==> src/rtl/npc_pkg.sv <==
package npc_pkg;
  typedef enum logic [1:0] {
    XF_SEQ      = 2'd0,
    XF_BRANCH   = 2'd1,
    XF_JUMP     = 2'd2,
    XF_INDIRECT = 2'd3
  } xfer_e;
endpackage

==> src/rtl/npc_targets.sv <==
module npc_targets #(
  parameter int XLEN  = 32,
  parameter int BR_W  = 13,
  parameter int JMP_W = 21,
  parameter int IND_W = 12
) (
  input  logic [XLEN-1:0]  pc,
  input  logic [BR_W-1:0]  br_off,
  input  logic [JMP_W-1:0] jmp_off,
  input  logic [IND_W-1:0] ind_imm,
  input  logic [XLEN-1:0]  rs1_val,
  output logic [XLEN-1:0]  seq_tgt,
  output logic [XLEN-1:0]  br_tgt,
  output logic [XLEN-1:0]  jmp_tgt,
  output logic [XLEN-1:0]  ind_tgt
);
  localparam logic [XLEN-1:0] STEP = XLEN'(4);
  localparam logic [XLEN-1:0] EVEN_MASK = ~XLEN'(1);

  // bit 0 of PC-relative offsets is architecturally zero
  logic [BR_W-1:0]  br_even;
  logic [JMP_W-1:0] jmp_even;
  logic [XLEN-1:0]  br_ext, jmp_ext, ind_ext, ind_sum;

  assign br_even  = br_off & ~BR_W'(1);
  assign jmp_even = jmp_off & ~JMP_W'(1);

  assign br_ext  = {{(XLEN-BR_W){br_even[BR_W-1]}}, br_even};
  assign jmp_ext = {{(XLEN-JMP_W){jmp_even[JMP_W-1]}}, jmp_even};
  assign ind_ext = {{(XLEN-IND_W){ind_imm[IND_W-1]}}, ind_imm};

  assign seq_tgt = pc + STEP;
  assign br_tgt  = pc + br_ext;
  assign jmp_tgt = pc + jmp_ext;
  assign ind_sum = rs1_val + ind_ext;
  assign ind_tgt = ind_sum & EVEN_MASK;
endmodule

==> src/rtl/npc_select.sv <==
module npc_select
  import npc_pkg::*;
#(
  parameter int              XLEN      = 32,
  parameter logic [XLEN-1:0] RESET_VEC = 32'h0000_1000,
  parameter logic [XLEN-1:0] IRQ_VEC   = 32'h0000_0100
) (
  input  logic            rst,
  input  logic            irq,
  input  xfer_e           kind,
  input  logic            br_taken,
  input  logic [XLEN-1:0] seq_tgt,
  input  logic [XLEN-1:0] br_tgt,
  input  logic [XLEN-1:0] jmp_tgt,
  input  logic [XLEN-1:0] ind_tgt,
  output logic [XLEN-1:0] next_pc
);
  logic [XLEN-1:0] flow_tgt;

  always_comb begin
    unique case (kind)
      XF_BRANCH:   flow_tgt = br_taken ? br_tgt : seq_tgt;
      XF_JUMP:     flow_tgt = jmp_tgt;
      XF_INDIRECT: flow_tgt = ind_tgt;
      default:     flow_tgt = seq_tgt;
    endcase
  end

  // fixed priority: reset, then interrupt, then control flow
  always_comb begin
    if (rst)      next_pc = RESET_VEC;
    else if (irq) next_pc = IRQ_VEC;
    else          next_pc = flow_tgt;
  end
endmodule

==> src/rtl/npc_link.sv <==
module npc_link
  import npc_pkg::*;
#(
  parameter int XLEN  = 32,
  parameter int IDX_W = 5
) (
  input  logic             rst,
  input  logic             irq,
  input  xfer_e            kind,
  input  logic [IDX_W-1:0] rd_idx,
  input  logic [XLEN-1:0]  seq_tgt,
  output logic             link_we,
  output logic [XLEN-1:0]  link_val
);
  logic is_jump;

  assign is_jump  = (kind == XF_JUMP) || (kind == XF_INDIRECT);
  assign link_we  = is_jump && (rd_idx != '0) && !irq && !rst;
  assign link_val = link_we ? seq_tgt : '0;
endmodule

==> src/rtl/npc_unit.sv <==
module npc_unit
  import npc_pkg::*;
#(
  parameter int              XLEN      = 32,
  parameter int              BR_W      = 13,
  parameter int              JMP_W     = 21,
  parameter int              IND_W     = 12,
  parameter int              IDX_W     = 5,
  parameter logic [XLEN-1:0] RESET_VEC = 32'h0000_1000,
  parameter logic [XLEN-1:0] IRQ_VEC   = 32'h0000_0100
) (
  input  logic             clk,
  input  logic             rst,
  input  logic             irq,
  input  logic [1:0]       xfer_kind,
  input  logic             br_taken,
  input  logic [BR_W-1:0]  br_off,
  input  logic [JMP_W-1:0] jmp_off,
  input  logic [IND_W-1:0] ind_imm,
  input  logic [XLEN-1:0]  rs1_val,
  input  logic [IDX_W-1:0] rd_idx,
  output logic [XLEN-1:0]  pc_q,
  output logic             link_we,
  output logic [XLEN-1:0]  link_val
);
  xfer_e           kind;
  logic [XLEN-1:0] seq_tgt, br_tgt, jmp_tgt, ind_tgt, next_pc;

  assign kind = xfer_e'(xfer_kind);

  npc_targets #(.XLEN(XLEN), .BR_W(BR_W), .JMP_W(JMP_W), .IND_W(IND_W)) u_targets (
    .pc(pc_q), .br_off(br_off), .jmp_off(jmp_off), .ind_imm(ind_imm),
    .rs1_val(rs1_val), .seq_tgt(seq_tgt), .br_tgt(br_tgt),
    .jmp_tgt(jmp_tgt), .ind_tgt(ind_tgt)
  );

  npc_select #(.XLEN(XLEN), .RESET_VEC(RESET_VEC), .IRQ_VEC(IRQ_VEC)) u_select (
    .rst(rst), .irq(irq), .kind(kind), .br_taken(br_taken),
    .seq_tgt(seq_tgt), .br_tgt(br_tgt), .jmp_tgt(jmp_tgt),
    .ind_tgt(ind_tgt), .next_pc(next_pc)
  );

  npc_link #(.XLEN(XLEN), .IDX_W(IDX_W)) u_link (
    .rst(rst), .irq(irq), .kind(kind), .rd_idx(rd_idx),
    .seq_tgt(seq_tgt), .link_we(link_we), .link_val(link_val)
  );

  always_ff @(posedge clk) begin
    pc_q <= next_pc;
  end

  // ---------------- assertions ----------------
  logic rst_d;
  always_ff @(posedge clk) rst_d <= rst;

  // the edge after a reset cycle shows the start address
  always_ff @(posedge clk) begin
    if (rst_d) a_r1_reset_vec: assert (pc_q == RESET_VEC);
  end


  a_r2_seq_step: assert property (@(posedge clk) disable iff (rst)
    (!irq && kind == XF_SEQ) |=> pc_q == $past(pc_q) + XLEN'(4));


  a_r3_not_taken: assert property (@(posedge clk) disable iff (rst)
    (!irq && kind == XF_BRANCH && !br_taken) |=> pc_q == $past(pc_q) + XLEN'(4));


  a_r5_ind_even: assert property (@(posedge clk) disable iff (rst)
    (!irq && kind == XF_INDIRECT) |=> !pc_q[0]);


  a_r6_rd0_drop: assert property (@(posedge clk) disable iff (rst)
    (rd_idx == '0) |-> !link_we);


  a_r7_irq_vec: assert property (@(posedge clk) disable iff (rst)
    irq |=> pc_q == IRQ_VEC);
endmodule

==> config.mk <==
export PLATFORM = sky130hd
export DESIGN_NAME = npc_unit
export DESIGN_NICKNAME = d
export VERILOG_FILES = /design/src/rtl/npc_pkg.sv /design/src/rtl/npc_targets.sv /design/src/rtl/npc_select.sv /design/src/rtl/npc_link.sv /design/src/rtl/npc_unit.sv
export SDC_FILE = /design/constraint.sdc
export NUM_CORES = 1
export LEC_CHECK = 0
export BUFFER_PORTS_ARGS = -buffer_cell sky130_fd_sc_hd__buf_2
export CAP_MARGIN = 20
export CORE_ASPECT_RATIO = 1.5
export CORE_MARGIN = 8
export CORE_UTILIZATION = 50
export CTS_CLUSTER_SIZE = 10
export DETAILED_ROUTE_END_ITERATION = 10
export HOLD_SLACK_MARGIN = 0.1
export PLACE_DENSITY = 0.81
export SLEW_MARGIN = 20
export SYNTH_ARGS = -nofsm -noshare
export SYNTH_HDL_FRONTEND = slang
export SYNTH_HIERARCHICAL = 1
export SYNTH_SLANG_ARGS = --single-unit
==> constraint.sdc <==
create_clock -name clk -period 4.2 [get_ports clk]
set_clock_uncertainty 0.05 [all_clocks]
set_input_delay 0.63 -clock clk [delete_from_list [all_inputs] [get_ports clk]]
set_output_delay 0.63 -clock clk [all_outputs]
set_load 0.02 [all_outputs]
==> results of run 1 <==
-- area by class of cell --
type	count	area [sq um]
repair buffers	155	786
inverters	66	248
multi-input cells	919	7110
well taps	210	263
flip-flops and latches	32	641
clock buffers	6	139
clock inverters	2	10.0
fillers	1575	7350
-- layout by cell type (no fill, tap or decap), types with 8 or more instances in the layout --
| master | count |
|---|---|
| buf_2 | 151 |
| a21oi_1 | 118 |
| ha_1 | 91 |
| xnor2_1 | 76 |
| nand2_1 | 67 |
| inv_1 | 66 |
| o21ai_0 | 59 |
| nor2_1 | 51 |
| a21o_1 | 46 |
| xor2_1 | 34 |
| dfxtp_1 | 32 |
| nand3_1 | 31 |
| a2111oi_2 | 30 |
| nor2b_1 | 26 |
| nand4_1 | 26 |
| and2_1 | 19 |
| o221ai_1 | 18 |
| o21ai_1 | 16 |
| mux4_2 | 14 |
| and3_1 | 14 |
| a211oi_1 | 13 |
| a31oi_1 | 13 |
| o21bai_1 | 13 |
| nor3_1 | 10 |
| mux2_4 | 9 |
| o211ai_1 | 8 |
-- how the worst min path moves through the flow --
stage / start / end / cells after the start
floorplan: rst / pc_q[8] / 1
global placement: pc_q[0] / pc_q[0] / 2
detailed placement: pc_q[0] / pc_q[0] / 2
CTS: pc_q[0] / pc_q[0] / 2
global route: pc_q[0] / pc_q[0] / 2
finish: pc_q[0] / pc_q[0] / 2
-- where the power goes --
part	leakage, uW	internal [uW]	switching [uW]
clock network	0.0000766	234	143
registers	0.000262	326	51.2
logic	0.00379	537	742
total	0.00413	1100	936
-- layer usage --
layer	track usage [%]	vias to the layer above	wire, um
met1	26.1	4078	10100
met2	42.4	384	13000
met5	0	-	0
met4	19.9	0	2240
li1	-	4274	-
met3	3.93	125	1660
-- cells in the mapped netlist (5+ instances only) --
| cell | number | area share [%] |
|---|---|---|
| a21oi_1 | 118 | 7.1 |
| ha_1 | 91 | 14 |
| xnor2_1 | 76 | 8.0 |
| nand2_1 | 67 | 3.0 |
| inv_1 | 66 | 3.0 |
| o21ai_0 | 59 | 3.5 |
| nor2_1 | 52 | 2.3 |
| a21o_1 | 46 | 4.1 |
| xor2_1 | 34 | 3.6 |
| dfxtp_1 | 32 | 7.7 |
| nand3_1 | 31 | 1.9 |
| a2111oi_2 | 30 | 5.4 |
| clkbuf_1 | 30 | 1.3 |
| nand4_1 | 26 | 1.9 |
| nor2b_1 | 26 | 1.9 |
| buf_2 | 20 | 1.2 |
| and2_1 | 19 | 1.4 |
| o221ai_1 | 18 | 1.9 |
| o21ai_1 | 16 | 0.96 |
| and3_1 | 14 | 1.0 |
| mux4_2 | 14 | 3.8 |
| a211oi_1 | 13 | 1.2 |
| a31oi_1 | 13 | 0.97 |
| o21bai_1 | 13 | 1.2 |
| nor3_1 | 10 | 0.60 |
| mux2_4 | 9 | 1.6 |
| o211ai_1 | 8 | 0.72 |
| mux2_2 | 7 | 0.94 |
| nand2b_1 | 7 | 0.52 |
| buf_4 | 6 | 0.54 |
| buf_1 | 5 | 0.22 |
| buf_6 | 5 | 0.67 |
| o21a_1 | 5 | 0.45 |
-- through the flow --
stage          power (uW)  setup slack (ps)  hold slack (ps)  utilization (%)
2_1_floorplan        1320               602              649                -
3_3_place_gp         1620               291              542             54.7
3_5_place_dp         1640               308              558             54.7
4_1_cts              2020               496              566             55.6
5_1_grt              2160              65.8              632             55.6
6_report             2030               399              570             55.6
-- cell families (layout without fill, tap and decap cells) --
logic type               Yosys count  in the layout  share of synthesized area (%)
AND/OR/NAND/NOR                  275            275                           17.0
multiplexers                      33             33                           6.69
flip-flops                        32             32                           7.67
buffers and inverters            135            229                           7.25
adder cells (fa/ha/maj)           94             94                           14.3
other                              1              1                         0.0449
XOR/XNOR                         110            110                           11.5
AO/OA/AOI/OAI                    406            406                           35.5
-- worst register-to-register path, stage by stage (launching register included) --
cell,delay [ps]
dfxtp_1,370
ha_1,260
fa_1,450
a211oi_2,280
o21bai_2,120
o32ai_4,310
a31oi_1,240
a32oi_1,300
and2_1,170
xnor2_1,70
mux2_4,260
mux4_2,450
and2_1,160
==> flow_summary.toml, run 1 <==
[global_route]
overflow = 0
grt_antenna_before_repair = 0
grt_pass1_wl_um = 43200
grt_max_degree = 40
grt_use_total_pct = 24.8
grt_pass1_vias = 9110

[clock_tree]
clkTransAtPathRegs_ps = 60
htreeDepth = 2
cts_hold_buf = 0
numCtsBuffers = 5
cts_resized = 0
clk_latency_ps = 280
clockBufferDepth = 2
cts_setup_buffers = 0
cts.sinks = 32
cts_tree = "built"
root_buffer = "clkbuf_16"

[critical_path]
endpoint = "link_val[31]"
cp-end-kind = "output pin"
r2r_cells = 12
rr_startpoint = "pc_q[1]"
cpPeakStageDelay_ps = 530
required_ps = 3520
crit_chain = "and4_1 > nand2_1 > nor2_2 > nand4_1 > nor2_1 > nand3_1 > xnor2_1 > inv_1 > a2111oi_0 > buf_2"
start_kind = "register"
critPathTopFamily = "simple AND/OR/NAND/NOR gates"
crit_start = "pc_q[4]"
path_max_fanout = 8
reg2reg_to = "pc_q[27]"
crit_arrival_ps = 3120
worstSetupPathType = "register to output pin"
path_depth = 10
crit_buf_inv = 2
r2r_slack_ps = 600
cpMaxStageDelayCell = "dfxtp_1"

[yosys]
synth-edff-count = 0
ys_ff_latch = 32
avgSynthCellArea_sq_um = 7.69
syn_area_sq_mm = 0.00835
syn_nets = 1269
synth_cell_types = 90
ys.flop_type = "dfxtp_1"
synth_seq_area_share_pct = 7.67
synth_cells = 1086
synthArstFlopShare_pct = 0
yosys_warnings = 6

[layout]
reg_top3 = "pc_q x32"
drive_gt1_share_pct = 21.4
area_growth_pct = 10.1
largest_reg_flops = 32
fin_cells = 1390
n_antenna_cell = 0
final_design_area_no_fill_sq_mm = 0.00920
fin_nets = 1362
top_register = "pc_q"

[floorplan]
io_pins = 154
die_area_sq_mm = 0.0212
fp.dieW_um = 122
rows = 58
start_util_pct = 50.5
core_sq_mm = 0.0165
die_h_um = 174

[power]
power_density_mw_per_mm2 = 221
ir_drop_mv = 0.167
p_leak_uw = 0.00413

[min_path]
hp-class = "register to register"

[run]
maxCapViolCount = 0

[placed_design]
gp_congestion = 0.961
place_area_sq_mm = 0.00905
port_buffers = 151
dp.cells = 1382
post-dp-hpwl_um = 21900

[timing]
period_share_pct = 90.5
setup_tns_ps = 0
fmax_mhz = 263
rsz0062_at_grt = "no"
slew-limit-headroom_pct = 28.9
setup_viol = 0
maxSlewViolCount = 0
hold_viol_final = 0
fin_crit_ps = 3800
worst_slew_pin_slew_ps = 1070

[route]
drt_iter0_drc = 551
firstDrtPassIters = 7
vias = 8861
final_antenna_net_count = 0
finalWirelength_um = 27000
route.detailed.drc = 0
via_per_inst = 6.37
wl_per_cell_um = 19.4

[run_status]
status = "finished clean"
Power figures use the tool's default switching activity.
==> run 2: changes to the inputs <==
--- a/config.mk
+++ b/config.mk
@@ -9,11 +9,11 @@
 export CAP_MARGIN = 20
 export CORE_ASPECT_RATIO = 1.5
 export CORE_MARGIN = 8
-export CORE_UTILIZATION = 50
+export CORE_UTILIZATION = 59
 export CTS_CLUSTER_SIZE = 10
 export DETAILED_ROUTE_END_ITERATION = 10
 export HOLD_SLACK_MARGIN = 0.1
-export PLACE_DENSITY = 0.81
+export PLACE_DENSITY = 0.92
 export SLEW_MARGIN = 20
 export SYNTH_ARGS = -nofsm -noshare
 export SYNTH_HDL_FRONTEND = slang
==> run 2 against run 1 <==
Register-to-register slack got worse by 110 ps. Critical path depth down 1. Combinational power is essentially flat. Hold slack got worse by 12 ps. Critical path type unchanged. Largest cell class unchanged. Highest routed layer unchanged.
==> flow_summary.toml, run 2 (synthesis results as in run 1) <==
[timing]
hold_viol_final = 0
rsz0062_at_grt = "no"
maxSlewViolCount = 0
setup_viol = 0
slew-limit-headroom_pct = 28.2
fmax_mhz = 262
fin_crit_ps = 3820
worst_slew_pin_slew_ps = 1080
setup_tns_ps = 0
period_share_pct = 91.0

[placed_design]
post-dp-hpwl_um = 22000
gp_congestion = 0.973
dp.cells = 1337
port_buffers = 151
place_area_sq_mm = 0.00899

[layout]
largest_reg_flops = 32
top_register = "pc_q"
drive_gt1_share_pct = 21.3
fin_nets = 1362
area_growth_pct = 9.59
final_cell_mix = "buf_2 (151), a21oi_1 (118), ha_1 (91)"
final_design_area_no_fill_sq_mm = 0.00916
layout_commonest_cell = "buf_2"
reg_top3 = "pc_q x32"
fin_cells = 1345
n_antenna_cell = 0

[critical_path]
crit_chain = "and4_1 > and3_1 > nand4_1 > nor2_1 > nand3_1 > xnor2_1 > inv_1 > a2111oi_0 > buf_2"
cp-end-kind = "output pin"
worstSetupPathType = "register to output pin"
start_kind = "register"
cpPeakStageDelay_ps = 550
crit_buf_inv = 2
cpMaxStageDelayCell = "dfxtp_1"
crit_arrival_ps = 3140
required_ps = 3520
path_max_fanout = 8
critPathTopFamily = "simple AND/OR/NAND/NOR gates"

[clock_tree]
htreeDepth = 2
cts.sinks = 32
cts_tree = "built"
root_buffer = "clkbuf_16"
cts_resized = 0
cts_setup_buffers = 0
clk_latency_ps = 280
clkTransAtPathRegs_ps = 60
cts_hold_buf = 0
clockBufferDepth = 2
numCtsBuffers = 5

[floorplan]
io_pins = 154
die_h_um = 162
fp.dieW_um = 113
core_sq_mm = 0.0139
die_area_sq_mm = 0.0183
start_util_pct = 60.0
rows = 53

[power]
power_uw = 2080
power_switching_share_pct = 45.2
p_leak_uw = 0.00413
internal_power_uw = 1140
power_density_mw_per_mm2 = 227
p_switching_uw = 940
ir_drop_mv = 0.214
combPwrFrac_pct = 61.9
pwr-share-seq_pct = 18.2
clkPwrFrac_pct = 19.9

[global_route]
grt_pass1_vias = 8801
overflow = 0
grt_max_degree = 40
grt_antenna_before_repair = 0
grt_pass1_wl_um = 43000
grt_use_total_pct = 28.4

[route]
drt_iter0_drc = 692
finalWirelength_um = 27400
final_antenna_net_count = 0
wl_per_cell_um = 20.4
route.detailed.drc = 0
firstDrtPassIters = 6
via_per_inst = 6.72
vias = 9037

[run]
maxCapViolCount = 0

[run_status]
status = "finished clean"

[min_path]
hp-class = "register to register"
run 2: cell type report:
type / count / area (sq um)
Clock buffer: 6 / 129
Clock inverter: 2 / 35.0
Fill cell: 1230 / 4770
Inverter: 66 / 248
Multi-Input combinational cell: 919 / 7110
Sequential cell: 32 / 641
Tap cell: 165 / 206
Timing Repair Buffer: 155 / 786
run 2: layer usage:
layer / up-vias / wire length, um / global-route usage (%)
li1: 4268 / - / -
met1: 4167 / 9780 / 29.6
met2: 470 / 13600 / 50.3
met3: 132 / 1950 / 4.72
met4: 0 / 2080 / 20.9
met5: - / 0 / 0
run 2: power groups by stage:
stage	clock, uW	combinational (uW)	sequential (uW)
after floorplan	0	927	389
after global placement	0	1230	384
after detailed placement	0	1260	384
after CTS	414	1270	378
after global routing	424	1390	381
final	414	1290	380
run 2: path summary, 6_finish.rpt:
kind / startpoint / slack, ps / endpoint / cells past startpoint
worst max register to register: pc_q[1] / 490 / pc_q[27] / 12
worst min register to register: pc_q[0] / 560 / pc_q[0] / 2
worst max-delay path: pc_q[9] / 380 / link_val[31] / 9
worst min-delay path: pc_q[0] / 560 / pc_q[0] / 2
run 2: stage by stage:
step | utilization [%] | worst slack, ps | hold WS, ps
2_1_floorplan | - | 602 | 649
3_3_place_gp | 64.6 | 325 | 536
3_5_place_dp | 64.6 | 258 | 546
4_1_cts | 65.7 | 462 | 554
5_1_grt | 65.7 | 216 | 582
6_report | 65.7 | 378 | 557
run 2: worst reg2reg max path, delay by kind of cell, from the launching register on:
family | cells | cell delay (ps)
multiplexers | 2 | 720
adder cells (fa/ha/maj) | 2 | 730
flip-flops | 1 | 370
AO/OA/AOI/OAI | 5 | 1300
XOR/XNOR | 1 | 70
AND/OR/NAND/NOR | 2 | 350
